<file path="src/rtl/vcap_start_ctrl.sv">
module vcap_start_ctrl #(
  parameter int DW = 8,
  parameter logic [DW-1:0] SYNC_BYTE = 8'h47
) (
  input  logic          clk,
  input  logic          rst_n,
  input  logic [1:0]    mode,
  input  logic          chan_en,
  input  logic          f1_en,
  input  logic          cap_in,
  input  logic          h_evt,
  input  logic          v_evt,
  input  logic [DW-1:0] din,
  input  logic          frm_done,
  input  logic          wr_en,
  input  logic [31:0]   wr_data,
  output logic [31:0]   rd_data,
  output logic          cap_active
);
  localparam int CW = 12;
  localparam int BW = CW + 1;
  localparam logic [1:0] M_RAW = 2'd2;
  localparam logic [1:0] M_TS  = 2'd3;
  localparam logic [CW-1:0] CMAX = '1;
  localparam logic [BW-1:0] BMAX = '1;

  logic [CW-1:0] line_start, low_field;
  logic          sync_wait;

  always_ff @(posedge clk) begin
    if (!rst_n) begin
      line_start <= '0;
      low_field  <= '0;
      sync_wait  <= 1'b1;
    end else if (wr_en) begin
      line_start <= wr_data[27:16];
      sync_wait  <= wr_data[15];
      low_field  <= wr_data[11:0];
    end
  end

  assign rd_data = {4'b0, line_start, sync_wait, 3'b0, low_field};

  logic [CW-1:0] pix, line;
  always_ff @(posedge clk) begin
    if (!rst_n) begin
      pix  <= '0;
      line <= CW'(1);
    end else begin
      if (h_evt) pix <= '0;
      else if (pix != CMAX) pix <= pix + 1'b1;
      if (v_evt) line <= CW'(1);
      else if (h_evt && line != CMAX) line <= line + 1'b1;
    end
  end

  logic [BW-1:0] blank;
  always_ff @(posedge clk) begin
    if (!rst_n || cap_in) blank <= '0;
    else if (blank != BMAX) blank <= blank + 1'b1;
  end

  wire blank_hit = (mode == M_RAW) && !cap_in && (blank == {1'b0, low_field});

  logic       chan_q;
  logic [1:0] waits;
  always_ff @(posedge clk) begin
    if (!rst_n) begin
      chan_q <= 1'b0;
      waits  <= '0;
    end else begin
      chan_q <= chan_en;
      if (!chan_en) waits <= '0;
      else if (!chan_q) waits <= sync_wait ? 2'd2 : 2'd0;
      else if (blank_hit && waits != 2'd0) waits <= waits - 1'b1;
    end
  end

  logic go, stop;
  always_comb begin
    go   = 1'b0;
    stop = 1'b0;
    case (mode)
      M_RAW: begin
        go   = cap_in && chan_q && waits == 2'd0;
        stop = blank_hit;
      end
      M_TS: begin
        go   = cap_in && !frm_done && din == SYNC_BYTE;
        stop = !cap_in;
      end
      default: begin
        go   = line == line_start && pix >= low_field;
        stop = v_evt;
      end
    endcase
  end

  always_ff @(posedge clk) begin
    if (!rst_n || !chan_en || stop) cap_active <= 1'b0;
    else if (go && f1_en) cap_active <= 1'b1;
  end
endmodule


</file>
<file path="config.mk">
export PLATFORM = sky130hd
export DESIGN_NAME = vcap_start_ctrl
export DESIGN_NICKNAME = d
export VERILOG_FILES = /design/src/rtl/vcap_start_ctrl.sv
export SDC_FILE = /design/constraint.sdc
export NUM_CORES = 1
export LEC_CHECK = 0
export BUFFER_PORTS_ARGS = -buffer_cell sky130_fd_sc_hd__buf_4
export CORE_UTILIZATION = 37
export CTS_CLUSTER_SIZE = 14
export DETAILED_ROUTE_END_ITERATION = 12
export PLACE_DENSITY = 0.72
export RECOVER_POWER = 100
export SLEW_MARGIN = 0
export SYNTH_ARGS = -nofsm -noshare
export SYNTH_HDL_FRONTEND = slang
export SYNTH_SLANG_ARGS = --single-unit
</file>
<file path="constraint.sdc">
create_clock -name clk -period 1.6 [get_ports clk]
set_input_delay 0.08 -clock clk [delete_from_list [all_inputs] [get_ports clk]]
set_output_delay 0.08 -clock clk [all_outputs]
set_load 0.02 [all_outputs]
</file>
# Word-level counts from Yosys, hierarchy flattened
# Cells that the tools add are included.
# word_totals
ff_bits	66
latch_bits	0
ram_bits	0
rom_bits	0
inputBits	51
wordCells	51
memories	0
# op_classes
addsub	4
multipliers	0
n_div	0
n_lt_le_gt_ge	1
n_eq_ne	9
shifts	0
n_mux	5
n_bitwise	1
n_reduce_logical	22
# ops
operator	n
$add 12x1->12 const B	2
$ne 12x12->1 const B	2
$add 13x1->13 const B	1
$eq 13x12->1	1
$ne 13x13->1 const B	1
$eq 12x12->1	1
$ge 12x12->1	1
$logic_and 1x1->1	10
$eq 8x7->1 const B	1
$mux 2	3
$eq 2x2->1 const B	2
$logic_not 1->1	4
$pmux 1 s2	2
$reduce_or 2->1	2
$logic_or 1x1->1	3
$logic_not 2->1	1
$ne 2x1->1 const B	1
$reduce_and 2->1	1
$reduce_bool 2->1	1
$sub 2x1->2 const B	1
$not 1->1	1

# Longest topological paths before layout
# depth
word_depth	6
depth_mapped	7

# Least setup slack after synthesis
# Ideal clock, no wire load.
# synth_path
path_kind	register to register
from	reg blank[12]
to	reg waits[0]
setup_ns	0.115
arrival_ns	1.596
required_time_ns	1.485
path_slack_ns	-0.112
stages_incl_launch_ff	6
n_path_buf	0
synth_period_minus_slack_ns	1.712
path_cell_list	dfxtp_1 or4b_1 nor4_2 nand4_1 xnor2_1 and3_1
# synth_between
elab_chain_len	4
# synth_rtl
item	line	rtl
start: declaration	57	logic [BW-1:0] blank;
start signal: assignment	60	else if (blank != BMAX) blank <= blank + 1'b1;
$eq 13x12->1	63	wire blank_hit = (mode == M_RAW) && !cap_in && (blank == {1'b0, low_field});
$logic_and 1x1->1	63	
$logic_and 1x1->1	75	else if (blank_hit && waits != 2'd0) waits <= waits - 1'b1;
$ne 2x1->1 (no line)	n/a	
end signal: assignment	74	else if (!chan_q) waits <= sync_wait ? 2'd2 : 2'd0;
end signal: assignment	75	
end: declaration	66	logic [1:0] waits;
# No other way between the ends.
# A chain may end at the register's enable or synchronous reset.

# Worst setup path after layout
# Same ends and word-level chain as after synthesis.

==> key figures <==
Power
  – PD cells: around 810 nW/um2
  – Share of power burned in the clock network: about 40%
  – Internal Pwr Total: ~2.9 mW
  – Max VDD drop: about 450 uV
  – Switching share of power: between 20 and 25%
  – Sequential Power Share: 45.8%
  – Leak: 1.99 nW
  – Switch Pwr: roughly 940 uW
  – Part of the power in combinational logic: 13.3%

Timing
  – Final min period: around 1.7 ns
  – Worst slew margin: 66.4%
  – Achievable clock frequency: a little under 0.6 GHz
  – Tcrit/Tclk final: 106%
  – Skew final: between 0.009 and 0.01 ns
  – Setup tns final: -0.201 ns
  – Final Worst Setup Slack: -0.0985 ns
  – Max Slew Vio Count: 0
  – Hold Violations, Final: 0
  – Slew @ Worst Pin: ~0.50 ns
  – Final setup viols: 3
  – RSZ-0062 raised after global routing: yes

Place
  – Global placer's final weighted congestion: 0.841
  – Post-DP HPWL: roughly 6600 um
  – I/O Buffers: 69

Cells and area
  – Commonest cells after routing, fill and taps aside: buf_4, dfxtp_1, nor2_1
  – Final nets: just under 600
  – N_diodes: 0
  – Layout cells sized above 1: between 20% and 30%
  – Commonest non-fill, non-tap cell in the layout: buf_4
  – Final Core Density: about half
  – Layout area overhead: 34.7%
  – Fillers: 879

Critical path
  – Required time worst endpoint: 1.84 ns
  – Reg2reg start: blank[12]
  – R2R Setup Slk: -0.1 ns
  – R2r worst-path depth: 5
  – Crit. End Element: register
  – Data arrival, critical path: a little under 2 ns
  – Setup crit start kind: register
  – Setup CP Type: register to register
  – Worst R2R End: waits[0]
  – Crit-path max FO: 3

Detailed routing
  – Routed WL per cell: around 15 um
  – DRC violations left: 0
  – Vias: between 3000 and 4000
  – DR iter-0 viols: slightly above 100
  – Final WL: between 9000 and 10000 um
  – Via density: between 5 and 6
  – First drt pass iteration count: 4
  – Antenna-violating nets left: 0

Synthesis
  – Post-synthesis cell count: slightly below 400
  – Sequential-to-total area share from yosys stat: 37.7%
  – Yosys synthesis warning count: 0
  – Number of enable flip-flop cells after synthesis: 0
  – Async set or reset register ratio after synthesis: 0%
  – Post-synth cell types: 47
  – Ys flop type: dfxtp_1
  – Number of synthesized register bits: 66
  – Mapped Area: approximately 3500 um2
  – Synthesized area per cell: ~9.0 um2

Global route
  – GRT Util Overall: about a fifth
  – Pin count of the biggest net entering global routing: 31
  – Antenna violations before repair: 0
  – First-pass GRT wire length: about 15000 um
  – GR Overflow Total: 0
  – Vias in the first global route: around 3300

Clock network
  – Worst-path clk slew: approximately 0.07 ns
  – Htree depth: 3
  – Clock Tree Buf Depth: 2
  – Clock Latency Late Sink: about 0.35 ns
  – CTS Buf Count: 9
  – Root buffer cell: clkbuf_8
  – CTS tree: yes
  – CTS sink count: 66

Floorplanning
  – Row cnt: 35
  – Starting Density: between 30% and 40%
  – Die H: just under 100 um
  – IO Count: 84
  – Die ar.: 9850 um2
  – Core area: about 9200 um2
  – Die width: 99.3 um

Min path
  – Hold depth: 3
  – Hold WC Path Type: input pin to register
  – Critical hold path startpoint: wr_data[21]
  – Hold EP: line_start[5]

Status
  – Outcome: finished, violations left
  – Failing checks: setup timing

Flow run
  – Max_cap viols: 0
[flip-flops by register name (all words and copies together) (netlist names)]
name / count
line: 12
chan_q: 1
cap_active: 1
line_start: 12
blank: 13
sync_wait: 1
waits: 2
pix: 12
low_field: 12
[worst max-delay path: stages, from the launching register on]
cell and delay, ns:
dfxtp_1 0.31, or4b_1 0.52, nor4_2 0.20, nand4_1 0.22
xnor2_1 0.18, and3_1 0.16
[metrics by stage]
| stage | total power [mW] | instance area [um2] | setup slack, ns | std cells | hold slack, ns |
|---|---|---|---|---|---|
| finish | 3.80 | 4720 | -0.0985 | 630 | 0.00251 |
| global route | 3.96 | 4720 | -0.201 | 630 | 0.0160 |
| CTS | 3.85 | 4800 | -0.125 | 629 | 0.000701 |
| detailed placement | 2.28 | 4400 | -0.0942 | 597 | 0.306 |
| global placement | 2.26 | 4400 | -0.0423 | 597 | 0.294 |
| floorplan | 2.05 | 3530 | 0.0105 | 395 | 0.202 |
[cells by family (layout without fill, tap and decap cells)]
| group | Yosys count | in the layout | share of synthesized area, % |
|---|---|---|---|
| simple gates | 157 | 157 | 25.4 |
| buf+inv | 37 | 161 | 4.97 |
| fa+ha+maj | 16 | 16 | 5.72 |
| other cells | 1 | 7 | 0.107 |
| compound gates | 39 | 39 | 6.79 |
| xor+xnor | 46 | 46 | 11.5 |
| flops | 66 | 66 | 37.7 |
| mux | 27 | 27 | 7.72 |
[metal layers]
metal	GRT usage, %	routed length (um)	vias up
met2	33.2	4420	102
met5	0	0	-
met3	3.72	431	23
met1	22.7	3990	1501
met4	10.5	301	0
li1	-	-	1608
[synthesized netlist by cell type, types with 11 or more instances]
cell / n / area share, %
nand2_1: 18 / 1.9
ha_1: 16 / 5.7
mux2i_1: 27 / 7.7
nor2b_1: 26 / 4.6
dfxtp_1: 66 / 38
nor2_1: 36 / 3.9
xnor2_1: 20 / 5.0
nor3_1: 16 / 2.3
a21oi_1: 13 / 1.9
xor2_1: 26 / 6.5
inv_1: 15 / 1.6
nand4_1: 11 / 2.0
[worst max path at each step]
stage	startpoint	endpoint	slack (ns)	depth (start not counted)
6_report	blank[12]	waits[0]	-0.1	5
5_1_grt	low_field[11]	cap_active	-0.20	7
4_1_cts	blank[12]	waits[0]	-0.12	5
3_5_place_dp	blank[12]	waits[0]	-0.09	5
3_3_place_gp	low_field[9]	cap_active	-0.04	7
2_1_floorplan	low_field[9]	cap_active	0.01	7
[area by class of cell]
class / count / area [um2] / area share [%]
clock inverters: 1 / 30.0 / 0.637
multi-input cells: 292 / 2070 / 43.9
repair buffers: 131 / 897 / 19.0
flip-flops and latches: 66 / 1330 / 28.2
inverters: 15 / 56.3 / 1.19
well taps: 111 / 139 / 2.95
clock buffers: 14 / 193 / 4.09
[power by group through the flow]
stage	clock, mW	combinational (mW)	sequential, mW
after global placement	0	0.487	1.78
after floorplan	0	0.237	1.82
after global routing	1.65	0.559	1.75
after CTS	1.57	0.535	1.74
final	1.55	0.507	1.74
after detailed placement	0	0.497	1.78
[what timing repair did]
| item | in CTS | in global routing |
|---|---|---|
| endpoints found under the setup margin | 3 | 16 |
| resized for setup | 0 | 23 |
| hold endpoints to repair | 17 | 0 |
| hold buffers | 17 | 0 |
| setup buffers | 0 | 1 |
| pin swaps | 0 | 5 |
Power figures use the tool's default switching activity.
